<file path="config.mk">
export PLATFORM = sky130hd
export DESIGN_NAME = emu_ctrl_regs
export DESIGN_NICKNAME = d
export VERILOG_FILES = /design/src/rtl/emu_regs_pkg.sv /design/src/rtl/emu_addr_dec.sv /design/src/rtl/emu_cycle_ctr.sv /design/src/rtl/emu_rd_mux.sv /design/src/rtl/emu_ctrl_regs.sv
export SDC_FILE = /design/constraint.sdc
export NUM_CORES = 1
export LEC_CHECK = 0
export CAP_MARGIN = 20
export CORE_MARGIN = 3
export CORE_UTILIZATION = 40
export CTS_BUF_LIST = sky130_fd_sc_hd__clkbuf_4
export DETAILED_ROUTE_END_ITERATION = 7
export PLACE_DENSITY_LB_ADDON = 0.2
export REMOVE_ABC_BUFFERS = 1
export SLEW_MARGIN = 20
export SYNTH_ARGS = -nofsm -noshare
export SYNTH_HDL_FRONTEND = slang
export SYNTH_SLANG_ARGS = --single-unit
</file>
<file path="constraint.sdc">
create_clock -name clk_i -period 2.9 [get_ports clk_i]
set_input_delay 0.87 -clock clk_i [delete_from_list [all_inputs] [get_ports clk_i]]
set_output_delay 0.87 -clock clk_i [all_outputs]
set_load 0.01 [all_outputs]
</file>
<file path="src/rtl/emu_regs_pkg.sv">
package emu_regs_pkg;
  localparam int DW = 32;

  localparam int OFF_CMD    = 'h00;
  localparam int OFF_RATE   = 'h04;
  localparam int OFF_MODE   = 'h08;
  localparam int OFF_TRIG0  = 'h0C;
  localparam int OFF_TRIG1  = 'h10;
  localparam int OFF_CNT_LO = 'h14;
  localparam int OFF_CNT_HI = 'h18;
  localparam int OFF_PAD    = 'h1C;

  localparam logic [DW-1:0] RST_KEY = 32'hA55A_5AA5;

  typedef enum logic [3:0] {
    SEL_NONE,
    SEL_CMD,
    SEL_RATE,
    SEL_MODE,
    SEL_TRIG0,
    SEL_TRIG1,
    SEL_CNT_LO,
    SEL_CNT_HI,
    SEL_PAD
  } reg_sel_e;
endpackage

</file>
<file path="src/rtl/emu_addr_dec.sv">
module emu_addr_dec
  import emu_regs_pkg::*;
#(
  parameter int ADDR_W = 8
) (
  input  logic [ADDR_W-1:0] addr_i,
  output reg_sel_e          sel_o
);
  always_comb begin
    sel_o = SEL_NONE;
    if      (addr_i == ADDR_W'(OFF_CMD))    sel_o = SEL_CMD;
    else if (addr_i == ADDR_W'(OFF_RATE))   sel_o = SEL_RATE;
    else if (addr_i == ADDR_W'(OFF_MODE))   sel_o = SEL_MODE;
    else if (addr_i == ADDR_W'(OFF_TRIG0))  sel_o = SEL_TRIG0;
    else if (addr_i == ADDR_W'(OFF_TRIG1))  sel_o = SEL_TRIG1;
    else if (addr_i == ADDR_W'(OFF_CNT_LO)) sel_o = SEL_CNT_LO;
    else if (addr_i == ADDR_W'(OFF_CNT_HI)) sel_o = SEL_CNT_HI;
    else if (addr_i == ADDR_W'(OFF_PAD))    sel_o = SEL_PAD;
  end
endmodule

</file>
<file path="src/rtl/emu_cycle_ctr.sv">
module emu_cycle_ctr #(
  parameter int CNT_W = 64
) (
  input  logic             clk_i,
  input  logic             rst_ni,
  input  logic             clr_i,
  input  logic             inc_i,
  output logic [CNT_W-1:0] cnt_o
);
  always_ff @(posedge clk_i or negedge rst_ni) begin
    if (!rst_ni)     cnt_o <= '0;
    else if (clr_i)  cnt_o <= '0;
    else if (inc_i)  cnt_o <= cnt_o + CNT_W'(1);
  end
endmodule

</file>
<file path="src/rtl/emu_rd_mux.sv">
module emu_rd_mux
  import emu_regs_pkg::*;
#(
  parameter int CNT_W    = 64,
  parameter int CNT_LO_W = 32,
  parameter int PAD_W    = 32
) (
  input  reg_sel_e          sel_i,
  input  logic [DW-1:0]     rate_i,
  input  logic              mode_i,
  input  logic [CNT_W-1:0]  cnt_i,
  input  logic [PAD_W-1:0]  pad_i,
  input  logic              phase_i,
  input  logic              settled_i,
  output logic [DW-1:0]     data_o
);
  localparam int HI_W = CNT_W - CNT_LO_W;

  logic [DW-1:0] cnt_lo, cnt_hi;

  assign cnt_lo = DW'(cnt_i[CNT_LO_W-1:0]);
  assign cnt_hi = DW'(cnt_i[CNT_W-1:CNT_LO_W]);

  always_comb begin
    unique case (sel_i)
      SEL_RATE:   data_o = rate_i;
      SEL_MODE:   data_o = DW'(mode_i);
      SEL_TRIG0:  data_o = DW'(!phase_i && settled_i);
      SEL_TRIG1:  data_o = DW'(phase_i && settled_i);
      SEL_CNT_LO: data_o = cnt_lo;
      SEL_CNT_HI: data_o = cnt_hi;
      SEL_PAD:    data_o = DW'(pad_i);
      default:    data_o = '0;
    endcase
  end

  if (HI_W > DW || CNT_LO_W > DW || PAD_W > DW) begin : g_bad_cfg
    initial $error("emu_rd_mux: field wider than data word");
  end
endmodule

</file>
<file path="src/rtl/emu_ctrl_regs.sv">
module emu_ctrl_regs
  import emu_regs_pkg::*;
#(
  parameter int          ADDR_W   = 8,
  parameter int          CNT_W    = 64,
  parameter int          CNT_LO_W = 32,
  parameter int          PAD_W    = 32,
  parameter logic [31:0] RATE_RST = 32'd1_000_000_000
) (
  input  logic              clk_i,
  input  logic              rst_ni,
  input  logic              bus_we_i,
  input  logic              bus_re_i,
  input  logic [ADDR_W-1:0] bus_addr_i,
  input  logic [31:0]       bus_wdata_i,
  output logic [31:0]       bus_rdata_o,
  input  logic              cycle_done_i,
  input  logic              step_phase_i,
  input  logic              phase_settled_i,
  output logic              full_rst_o,
  output logic [31:0]       rate_o,
  output logic              step_mode_o,
  output logic              trig_p0_o,
  output logic              trig_p1_o,
  output logic [PAD_W-1:0]  pad_o
);
  reg_sel_e         sel;
  logic             key_hit;
  logic [CNT_W-1:0] cnt_q;
  logic [DW-1:0]    rd_data;

  emu_addr_dec #(.ADDR_W(ADDR_W)) u_dec (
    .addr_i (bus_addr_i),
    .sel_o  (sel)
  );

  assign key_hit = bus_we_i && (sel == SEL_CMD) && (bus_wdata_i == RST_KEY);

  // configuration registers; key write acts as a synchronous full reset
  always_ff @(posedge clk_i or negedge rst_ni) begin
    if (!rst_ni) begin
      rate_o      <= RATE_RST;
      step_mode_o <= 1'b0;
      pad_o       <= '0;
    end else if (key_hit) begin
      rate_o      <= RATE_RST;
      step_mode_o <= 1'b0;
      pad_o       <= '0;
    end else if (bus_we_i) begin
      unique case (sel)
        SEL_RATE: rate_o      <= bus_wdata_i;
        SEL_MODE: step_mode_o <= bus_wdata_i[0];
        SEL_PAD:  pad_o       <= bus_wdata_i[PAD_W-1:0];
        default:  ;
      endcase
    end
  end

  always_ff @(posedge clk_i or negedge rst_ni) begin
    if (!rst_ni) begin
      full_rst_o <= 1'b0;
      trig_p0_o  <= 1'b0;
      trig_p1_o  <= 1'b0;
    end else begin
      full_rst_o <= key_hit;
      trig_p0_o  <= bus_we_i && (sel == SEL_TRIG0);
      trig_p1_o  <= bus_we_i && (sel == SEL_TRIG1);
    end
  end

  emu_cycle_ctr #(.CNT_W(CNT_W)) u_ctr (
    .clk_i  (clk_i),
    .rst_ni (rst_ni),
    .clr_i  (key_hit),
    .inc_i  (cycle_done_i),
    .cnt_o  (cnt_q)
  );

  emu_rd_mux #(.CNT_W(CNT_W), .CNT_LO_W(CNT_LO_W), .PAD_W(PAD_W)) u_mux (
    .sel_i     (sel),
    .rate_i    (rate_o),
    .mode_i    (step_mode_o),
    .cnt_i     (cnt_q),
    .pad_i     (pad_o),
    .phase_i   (step_phase_i),
    .settled_i (phase_settled_i),
    .data_o    (rd_data)
  );

  always_ff @(posedge clk_i or negedge rst_ni) begin
    if (!rst_ni)       bus_rdata_o <= '0;
    else if (bus_re_i) bus_rdata_o <= rd_data;
  end
endmodule

</file>
=== Word-level counts from Yosys, hierarchy flattened ===
Index checks and enable logic that the tools add are counted.

* Reduce and logical (&&, ||, !) cells: 16
* Equality and inequality tests: 16
* $add $sub $neg: 1
* Mux-type cells: 20

{| class="wikitable"
|+ Operator list
! operator !! number
|-
| one-hot mux 32 bit (7 select lines) || 1
|-
| 2-to-1 mux 32 bit || 6
|-
| 2-to-1 mux 64 bit || 2
|-
| adder 64 x 1 -> 64 bit (second input constant) || 1
|-
| equality test 32 bit (second input constant) || 1
|-
| equality test 8 x 5 -> 1 bit (second input constant) || 4
|-
| 2-to-1 mux 4 bit || 8
|-
| equality test 4 x 3 -> 1 bit (second input constant) || 4
|-
| equality test 8 x 4 -> 1 bit (second input constant) || 2
|-
| nonzero test 2 bit || 5
|-
| equality test 4 x 2 -> 1 bit (second input constant) || 2
|-
| equality test 8 x 3 -> 1 bit (second input constant) || 1
|-
| zero test 8 bit || 1
|-
| logical AND 1 bit || 6
|-
| AND reduction 2 bit || 3
|-
| equality test 4 x 1 -> 1 bit (second input constant) || 1
|-
| equality test 4 bit (second input constant) || 1
|-
| 2-to-1 mux 1 bit || 3
|-
| zero test 1 bit || 1
|}

* Bits of input ports: 47
* Flip-flop bits (word level): 164
* Word-level logic and storage cells: 61

=== Depth between registers and ports, before layout ===
Gate-level depths: netlist of the first run.

* Depth in word-level cells: 14
* Mapped depth: 8

=== By module ===
From an unflattened synthesis of the first run, not the netlist that was laid out.

* Cell total of the unflattened synthesis: 883
* Area, all modules: 8769.7 µm²

{| class="wikitable"
|+ By module, submodules not included
! module !! seq. area each (µm²) !! cells each !! times used !! area each (µm²)
|-
| emu_ctrl_regs || 2518.7 || 374 || 1 || 4242.8
|-
| emu_cycle_ctr || 1601.5 || 379 || 1 || 3460.8
|-
| emu_rd_mux || 0.0 || 121 || 1 || 1001.0
|-
| emu_addr_dec || 0.0 || 9 || 1 || 65.1
|}

=== Least setup slack after synthesis of the first run ===
OpenSTA, ideal clock, no wires.

* Path kind: input -> register
* Start: in bus_wdata_i[21]
* End: reg rate_o[10]
* Cell stages on the path: 7
* Library setup time: 127 ps
* Path slack: -96 ps
* Data required time: 2773 ps
* Arrival time: 2868 ps
* Path through: or4b_1 -> or4_1 -> nor4_2 -> o21a_1 -> buf_4 -> buf_6 -> mux2_1

* Longest elaborated chain between the ends: 4

{| class="wikitable"
|+ Ends and longest elaborated chain
! item !! RTL line !! source
|-
| start: declaration || emu_ctrl_regs.sv:15 || <nowiki>input logic [31:0] bus_wdata_i,</nowiki>
|-
| equality test 32 bit (*) || emu_ctrl_regs.sv:37 || <nowiki>assign key_hit = bus_we_i && (sel == SEL_CMD) && (bus_wdata_i == RST_KEY);</nowiki>
|-
| logical AND 1 bit (*) || emu_ctrl_regs.sv:37 ||
|-
| nonzero test 2 bit (no source line) || - ||
|-
| AND reduction 2 bit (no source line) || - ||
|-
| end signal: assignment || emu_ctrl_regs.sv:51 || <nowiki>SEL_RATE: rate_o <= bus_wdata_i;</nowiki>
|-
| end: declaration || emu_ctrl_regs.sv:21 || <nowiki>output logic [31:0] rate_o,</nowiki>
|}

Every way passes the cells marked *; elsewhere a longest branch is shown, timed or not.
A chain may end at the register's enable or synchronous reset.

=== Worst setup path in the final report of the first run ===
* Start: in bus_wdata_i[25]
* End: reg rate_o[6]

Same word-level chain as after synthesis.

==> results of run 1 <==
## worst max path at each step
stage	endpoint	slack, ps	cells past startpoint
5_1_grt	rate_o[6]	-8	7
4_1_cts	rate_o[6]	6	7
2_1_floorplan	rate_o[1]	-3820	5
6_report	rate_o[6]	5	7
3_5_place_dp	rate_o[3]	-710	7
3_3_place_gp	rate_o[4]	-670	7
## layout by cell type, fill, tap and decap left out, types with 9 or more instances in the layout
| master | count |
|---|---|
| and3_1 | 11 |
| a22o_1 | 9 |
| clkdlybuf4s50_1 | 144 |
| or4_1 | 11 |
| nor3_1 | 15 |
| buf_4 | 89 |
| nor4_1 | 19 |
| mux2_2 | 59 |
| nand3_1 | 19 |
| a21oi_1 | 11 |
| and2_1 | 30 |
| xor2_1 | 14 |
| nor2b_1 | 17 |
| a221oi_1 | 29 |
| nand2_1 | 27 |
| nand4_1 | 23 |
| xnor2_1 | 39 |
| nor2_1 | 62 |
| o21ai_0 | 10 |
| and4_1 | 11 |
| mux2_1 | 19 |
| dfrtp_1 | 151 |
| clkbuf_4 | 19 |
| o2bb2ai_1 | 31 |
| dfstp_2 | 13 |
## layer usage
metal  global-route usage, %  vias up  share of wire [%]
li1                        -     3171                  -
met1                    33.4     3535                 44
met2                    38.0      203                 48
met3                    4.21       29                5.5
met4                    6.50        0                1.7
met5                       0        -                  0
## power by group
group	internal, mW	switching (mW)	total (mW)
combinational	0.306	0.250	0.557
clock	0.628	0.879	1.51
sequential	2.39	0.128	2.52
total	3.32	1.26	4.58
## what timing repair did
item	4_1_cts	5_1_grt
hold buffers	0	0
resized for setup	2	7
pin swaps	0	2
endpoints found under the setup margin	53	24
setup buffers	0	0
## sequential cells by signal (all words and copies together), names as in the netlist
signal,cells
rate_o,32
trig_p1_o,1
step_mode_o,1
u_ctr.cnt_o,64
full_rst_o,1
pad_o,32
trig_p0_o,1
bus_rdata_o,32
## cells by family (layout without fill, tap and decap cells)
kind of cell | Yosys count | count (layout) | synth area share [%]
XOR/XNOR | 53 | 53 | 5.64
buffers and inverters | 64 | 285 | 3.65
other | 0 | 1 | 0
AND/OR/NAND/NOR | 275 | 275 | 19.1
adder cells (fa/ha/maj) | 1 | 1 | 0.152
flip-flops | 164 | 164 | 50.1
multiplexers | 80 | 80 | 10.9
AO/OA/AOI/OAI | 109 | 109 | 10.5
## worst max-delay path, cell delays in order
cell and delay [ps]:
clkdlybuf4s50_1 420, or4b_4 570, or4_4 580, nor4_4 200
o21a_2 220, buf_6 170, mux2_2 340
## area by class of cell
| type | instances | area, sq um | share of cell area (%) |
|---|---|---|---|
| tap | 265 | 332 | 3.04 |
| timing repair buffer | 245 | 2270 | 20.8 |
| clock buffer | 19 | 143 | 1.31 |
| multi-input combinational | 518 | 3840 | 35.2 |
| sequential | 164 | 4120 | 37.7 |
| inverter | 8 | 30.0 | 0.275 |
| antenna | 1 | 2.50 | 0.0229 |
| clock inverter | 13 | 174 | 1.59 |
==> results.ini, run 1 <==
[global_route]
grt_pass1_vias = 6825
grt_use_total_pct = 23.7
grt_max_degree = 64
globalRouteOverflowTotal = 0
antenna_found_initial = 1
grt_pass1_wl_um = 40400

[layout]
drive_gt1_share_pct = 22.3
final_util_pct = 55.0
design_area_sq_um = 10900
final.fill_count = 1751
fin_cells = 1233
layout.nets = 1002
area_growth_pct = 32.6

[timing]
relSlewSlack_pct = 54.2
timing.final.crit_share_pct = 99.8
whs_ps = 192
setup_slack_ps = 4.64
worstMarginPinSlew_ps = 687
hold_violations = 0
fin_tns_setup_ps = 0
finalSetupViolations = 0
clock.fmax_mhz = 345
finClkSkew_ps = 33.2
finalCriticalPeriod_ps = 2900
drv_slew = 0

[drt]
route.detailed.drc = 0
viasPerCell = 5.63
drt_iter0_drc = 509
routed_wl_um = 26000
ant_nets = 0
vias = 6938
wl_per_cell_um = 21.1
dr.pass1.iters = 5

[synth]
syn_avg_cell_area_sq_um = 11.0
seq_area_frac_synth_pct = 50.1
synth.most_common_cell = dfrtp_1
synth-edff-count = 0
synthArstFlopShare_pct = 100
yosysWarnings = 0
synth_common_cells = dfrtp_1, nor2_1, mux2_2
netlist_instances = 746
synth.area.top_cells = dfrtp_1, mux2_2, dfstp_2
ys_types = 51
synth_ff_type = dfrtp_1
ys_ff_latch = 164
synth_area_leader_cell = dfrtp_1
syn_area_sq_um = 8230
synth_top_area_share_pct = 45.9

[worst_setup_path]
rr_worst_depth = 6
rr_endpoint = u_ctr.cnt_o[60]
cp_max_fo = 8
r2r-start = u_ctr.cnt_o[0]
crit_start = bus_wdata_i[25]
required_ps = 3380
worst_ep_arrival_time_ps = 3370
end_kind = flop
worstSetupPathType = in -> reg
crit_path_start_kind = primary input
reg2reg_slack_ps = 370

[clock_network]
cts_tree = built
clkTransAtPathRegs_ps = 140
cts_buffer_depth = 2
htreeDepth = 4
cts_root_buf = clkbuf_4
clk_latency_ps = 600
numCtsBuffers = 17
cts.sinks = 164

[placement]
post-place-ws_ps = -705
dpl.cell_count = 1200
io_buffers = 146
dpl.hpwl_um = 19000
gp_congestion = 0.917
placed_area_sq_um = 10600

[floorplanning]
num_io_pins = 147
fp.coreArea_sq_um = 19800
die_w_um = 149
die_h_um = 149
num_rows = 51
dieArea_sq_um = 22300
start_util_pct = 41.5

[pwr]
p_leak_nw = 4.64
power_mw = 4.58
p_per_area_nw_per_um2 = 420
ir_drop_v = 0.000254

[hold_path]
hold_class = in -> async

[job]
cap_violations = 0

[outcome]
status = finished clean

(Power assumes the default switching activity.)
==> run 2, diff against run 1 <==
--- a/config.mk
+++ b/config.mk
@@ -15,4 +15,5 @@
 export SLEW_MARGIN = 20
 export SYNTH_ARGS = -nofsm -noshare
 export SYNTH_HDL_FRONTEND = slang
+export SYNTH_HIERARCHICAL = 1
 export SYNTH_SLANG_ARGS = --single-unit
==> run 2 against run 1 <==
Against the previous run:
- the run now ends with setup timing left
- sequential share of layout area decreased by 3.3 points
- total power increased by 4.3%
- clock-buffer cell count decreased by 1
- routed wire length increased by 14%
- die area increased by 6.3%
- synthesized cell count increased by 18%
- non-clock buffer count increased by 15
- utilization increased by 1.1 points
- register-to-register slack improved by 70 ps
- cell count increased by 13%
- largest cell class is now multi-input combinational cells
==> results.ini, run 2 <==
[layout]
drive_gt1_share_pct = 26.2  ; +3.9 points
final.fill_count = 1878  ; +7.3%
multi_input_area_sq_um = 4610  ; +20%
top_register = u_ctr/cnt_o
layout_commonest_cell = dfrtp_1
layout.nets = 1152  ; +15%
largest_reg_flops = 64  ; unchanged
layout_common_cells = dfrtp_1, clkdlybuf4s50_1, nand2_1
seq_area_sq_um = 4120  ; unchanged
fin_cells = 1393  ; +13%
area_growth_pct = 36.2

[clock_network]
cts_buffer_depth = 2  ; unchanged
cts_root_buf = clkbuf_4
clk_latency_ps = 590  ; about the same
cts_tree = built
htreeDepth = 4  ; unchanged
numCtsBuffers = 17  ; unchanged
cts.sinks = 164  ; unchanged
clkTransAtPathRegs_ps = 140  ; about the same

[worst_setup_path]
reg2reg_slack_ps = 440  ; +70 ps
crit_top_cell = buf_4
path_cells = buf_6 > or4_4 > buf_4 > nor3_4 > and4bb_2 > nand4_4 > nor3_2 > buf_4 > buf_4 > buf_6 > o2111a_2 > buf_4 > nand4_1 > nor4_1 > buf_4 > xnor2_2 > nor2_1
crit_path_top_delay_cell = or4_4
cpPeakStageDelay_ps = 560  ; -20 ps
worst_ep_arrival_time_ps = 3690  ; +320 ps
crit_path_start_kind = primary input
required_ps = 3360  ; -20 ps
cp_max_fo = 3  ; -5
worstSetupPathType = in -> reg
end_kind = flop

[synth]
synth_area_leader_cell = dfrtp_1
synth_compound_area_share_pct = 14.8  ; +4.3 points
synth_simple_gate_area_share_pct = 22.1  ; +3.0 points
synth.most_common_cell = dfrtp_1
syn_area_sq_um = 8770  ; +6.5%
synthAdderAreaFrac_pct = 0.143  ; -0.0093 points
synth_xor_area_share_pct = 3.70  ; -1.9 points
ys_types = 69  ; +35%
syn_avg_cell_area_sq_um = 9.93  ; -10%
synth_top_family_by_area = simple AND/OR/NAND/NOR gates
synth_top_area_share_pct = 43.1  ; -2.8 points
synth.area.top_cells = dfrtp_1, mux2_2, nand2_1
synth_mux_area_share_pct = 8.00  ; -2.9 points
netlist_instances = 883  ; +18%
yosysWarnings = 6  ; +6
seq_area_frac_synth_pct = 47.0  ; -3.1 points
synthArstFlopShare_pct = 100  ; unchanged
synth-edff-count = 0  ; unchanged
ys_ff_latch = 164  ; unchanged
synth_common_cells = dfrtp_1, nand2_1, nor2_1
synth_ff_type = dfrtp_1

[placement]
post-place-ws_ps = -1290  ; -589 ps
gp_congestion = 0.910  ; -0.77%
dpl.hpwl_um = 21200  ; +11%
io_buffers = 146  ; unchanged
dpl.cell_count = 1348  ; +12%

[hold_path]
hold_class = in -> async

[global_route]
grt_pass1_wl_um = 46900  ; +16%
grt_max_degree = 61  ; -4.7%
grt_use_total_pct = 25.0  ; +1.3 points
globalRouteOverflowTotal = 0  ; unchanged
grt_pass1_vias = 8107  ; +19%
antenna_found_initial = 1  ; unchanged

[floorplanning]
start_util_pct = 41.2  ; -0.28 points
dieArea_sq_um = 23700  ; +6.3%
num_io_pins = 147  ; unchanged
die_h_um = 154  ; +3.1%
die_w_um = 154  ; +3.1%
num_rows = 53  ; +3.9%
fp.coreArea_sq_um = 21300  ; +7.3%

[drt]
routed_wl_um = 29800  ; +14%
dr.pass1.iters = 5  ; unchanged
vias = 8213  ; +18%
route.detailed.drc = 0  ; unchanged
ant_nets = 0  ; unchanged
drt_iter0_drc = 746  ; +47%
wl_per_cell_um = 21.4  ; +1.3%
viasPerCell = 5.90  ; +4.8%

[timing]
relSlewSlack_pct = 59.2  ; +5.0 points
finalCriticalPeriod_ps = 3230  ; +336 ps
timing.final.crit_share_pct = 111  ; +12 points
hold_violations = 0  ; unchanged
finClkSkew_ps = 24.7  ; -8.52 ps
setup_slack_ps = -331  ; -336 ps
finalSetupViolations = 44  ; +44
clock.fmax_mhz = 310  ; -10%
drv_slew = 0  ; unchanged
rsz0062_at_grt = yes
whs_ps = 259  ; +67.4 ps
worstMarginPinSlew_ps = 612  ; -75.6 ps
fin_tns_setup_ps = -7020  ; -7020 ps

[pwr]
ir_drop_v = 0.000235  ; -7.4%
p_leak_nw = 5.02  ; +8.2%
p_per_area_nw_per_um2 = 400  ; -4.7%

[outcome]
violations = setup timing
status = complete, but fails checks

[job]
cap_violations = 0  ; unchanged

[run 2: cell count changes after synthesis, moves of 20 or more]
| cell | change |
|---|---|
| o22ai_1 | +32 |
| and2_1 | -27 |
| a22oi_1 | +25 |
| mux2_2 | -26 |
| o21ai_0 | +34 |
| mux2i_1 | +31 |
| a221oi_1 | -29 |
| nor2_1 | +22 |
| o2bb2ai_1 | -30 |
| nand2_1 | +71 |
| a21oi_1 | +20 |
[run 2: final cells by class]
| cell class | instances | area share, % |
|---|---|---|
| well taps | 275 | 2.88 |
| diodes | 1 | 0.0210 |
| inverters | 16 | 0.503 |
| repair buffers | 260 | 20.9 |
| flip-flops and latches | 164 | 34.5 |
| clock buffers | 18 | 1.13 |
| multi-input cells | 645 | 38.6 |
| clock inverters | 14 | 1.47 |
[run 2: power by group]
group / leakage [nW] / total (mW) / switching, mW / internal, mW
Sequential: 2.07 / 2.57 / 0.174 / 2.40
Combinational: 2.79 / 0.702 / 0.348 / 0.355
Clock: 0.162 / 1.50 / 0.879 / 0.620
Total: 5.02 / 4.78 / 1.40 / 3.38
[run 2: repair_timing]
action	CTS	global route
setup endpoints to repair	151	85
pin swaps	30	41
gates cloned	1	0
setup buffers	8	6
hold buffers	0	0
resized for setup	48	52
[run 2: stage by stage]
step / power (mW) / util, % / instance area, sq um
finish: 4.78 / 56.1 / 11900
global route: 4.96 / 56.1 / 11900
floorplan: 2.82 / - / 8450
CTS: 4.75 / 55.1 / 11700
global placement: 3.23 / 52.6 / 11200
detailed placement: 3.24 / 52.6 / 11200
[run 2: path summary, 6_finish.rpt]
kind / startpoint / end / cells past startpoint
max: bus_addr_i[5] / u_ctr/cnt_o[48] / 17
min: rst_ni / full_rst_o / 1
max reg2reg: u_ctr/cnt_o[31] / u_ctr/cnt_o[45] / 5
min reg2reg: rate_o[14] / rate_o[14] / 2
max in group asynchronous: rst_ni / rate_o[25] / 2
min in group clk_i: rate_o[14] / rate_o[14] / 2
[run 2: logic make-up (layout without fill, tap and decap cells)]
logic type	count (synthesis)	in the layout
AO/OA/AOI/OAI	187	187
XOR/XNOR	37	37
adder cells (fa/ha/maj)	1	1
buffers and inverters	74	308
flip-flops	164	164
multiplexers	66	66
other	0	1
AND/OR/NAND/NOR	354	354
[run 2: metal layers]
| metal | GRT usage (%) | wire length (um) |
|---|---|---|
| met1 | 36.7 | 13500 |
| met2 | 38.2 | 14000 |
| met3 | 3.66 | 1840 |
| met4 | 7.91 | 539 |
| met5 | 0 | 0 |
[run 2: worst max-delay path: cells and delay by family]
| family | cells | cell delay [ps] |
|---|---|---|
| simple gates | 8 | 1460 |
| xor+xnor | 1 | 160 |
| buf+inv | 7 | 940 |
| compound gates | 1 | 250 |
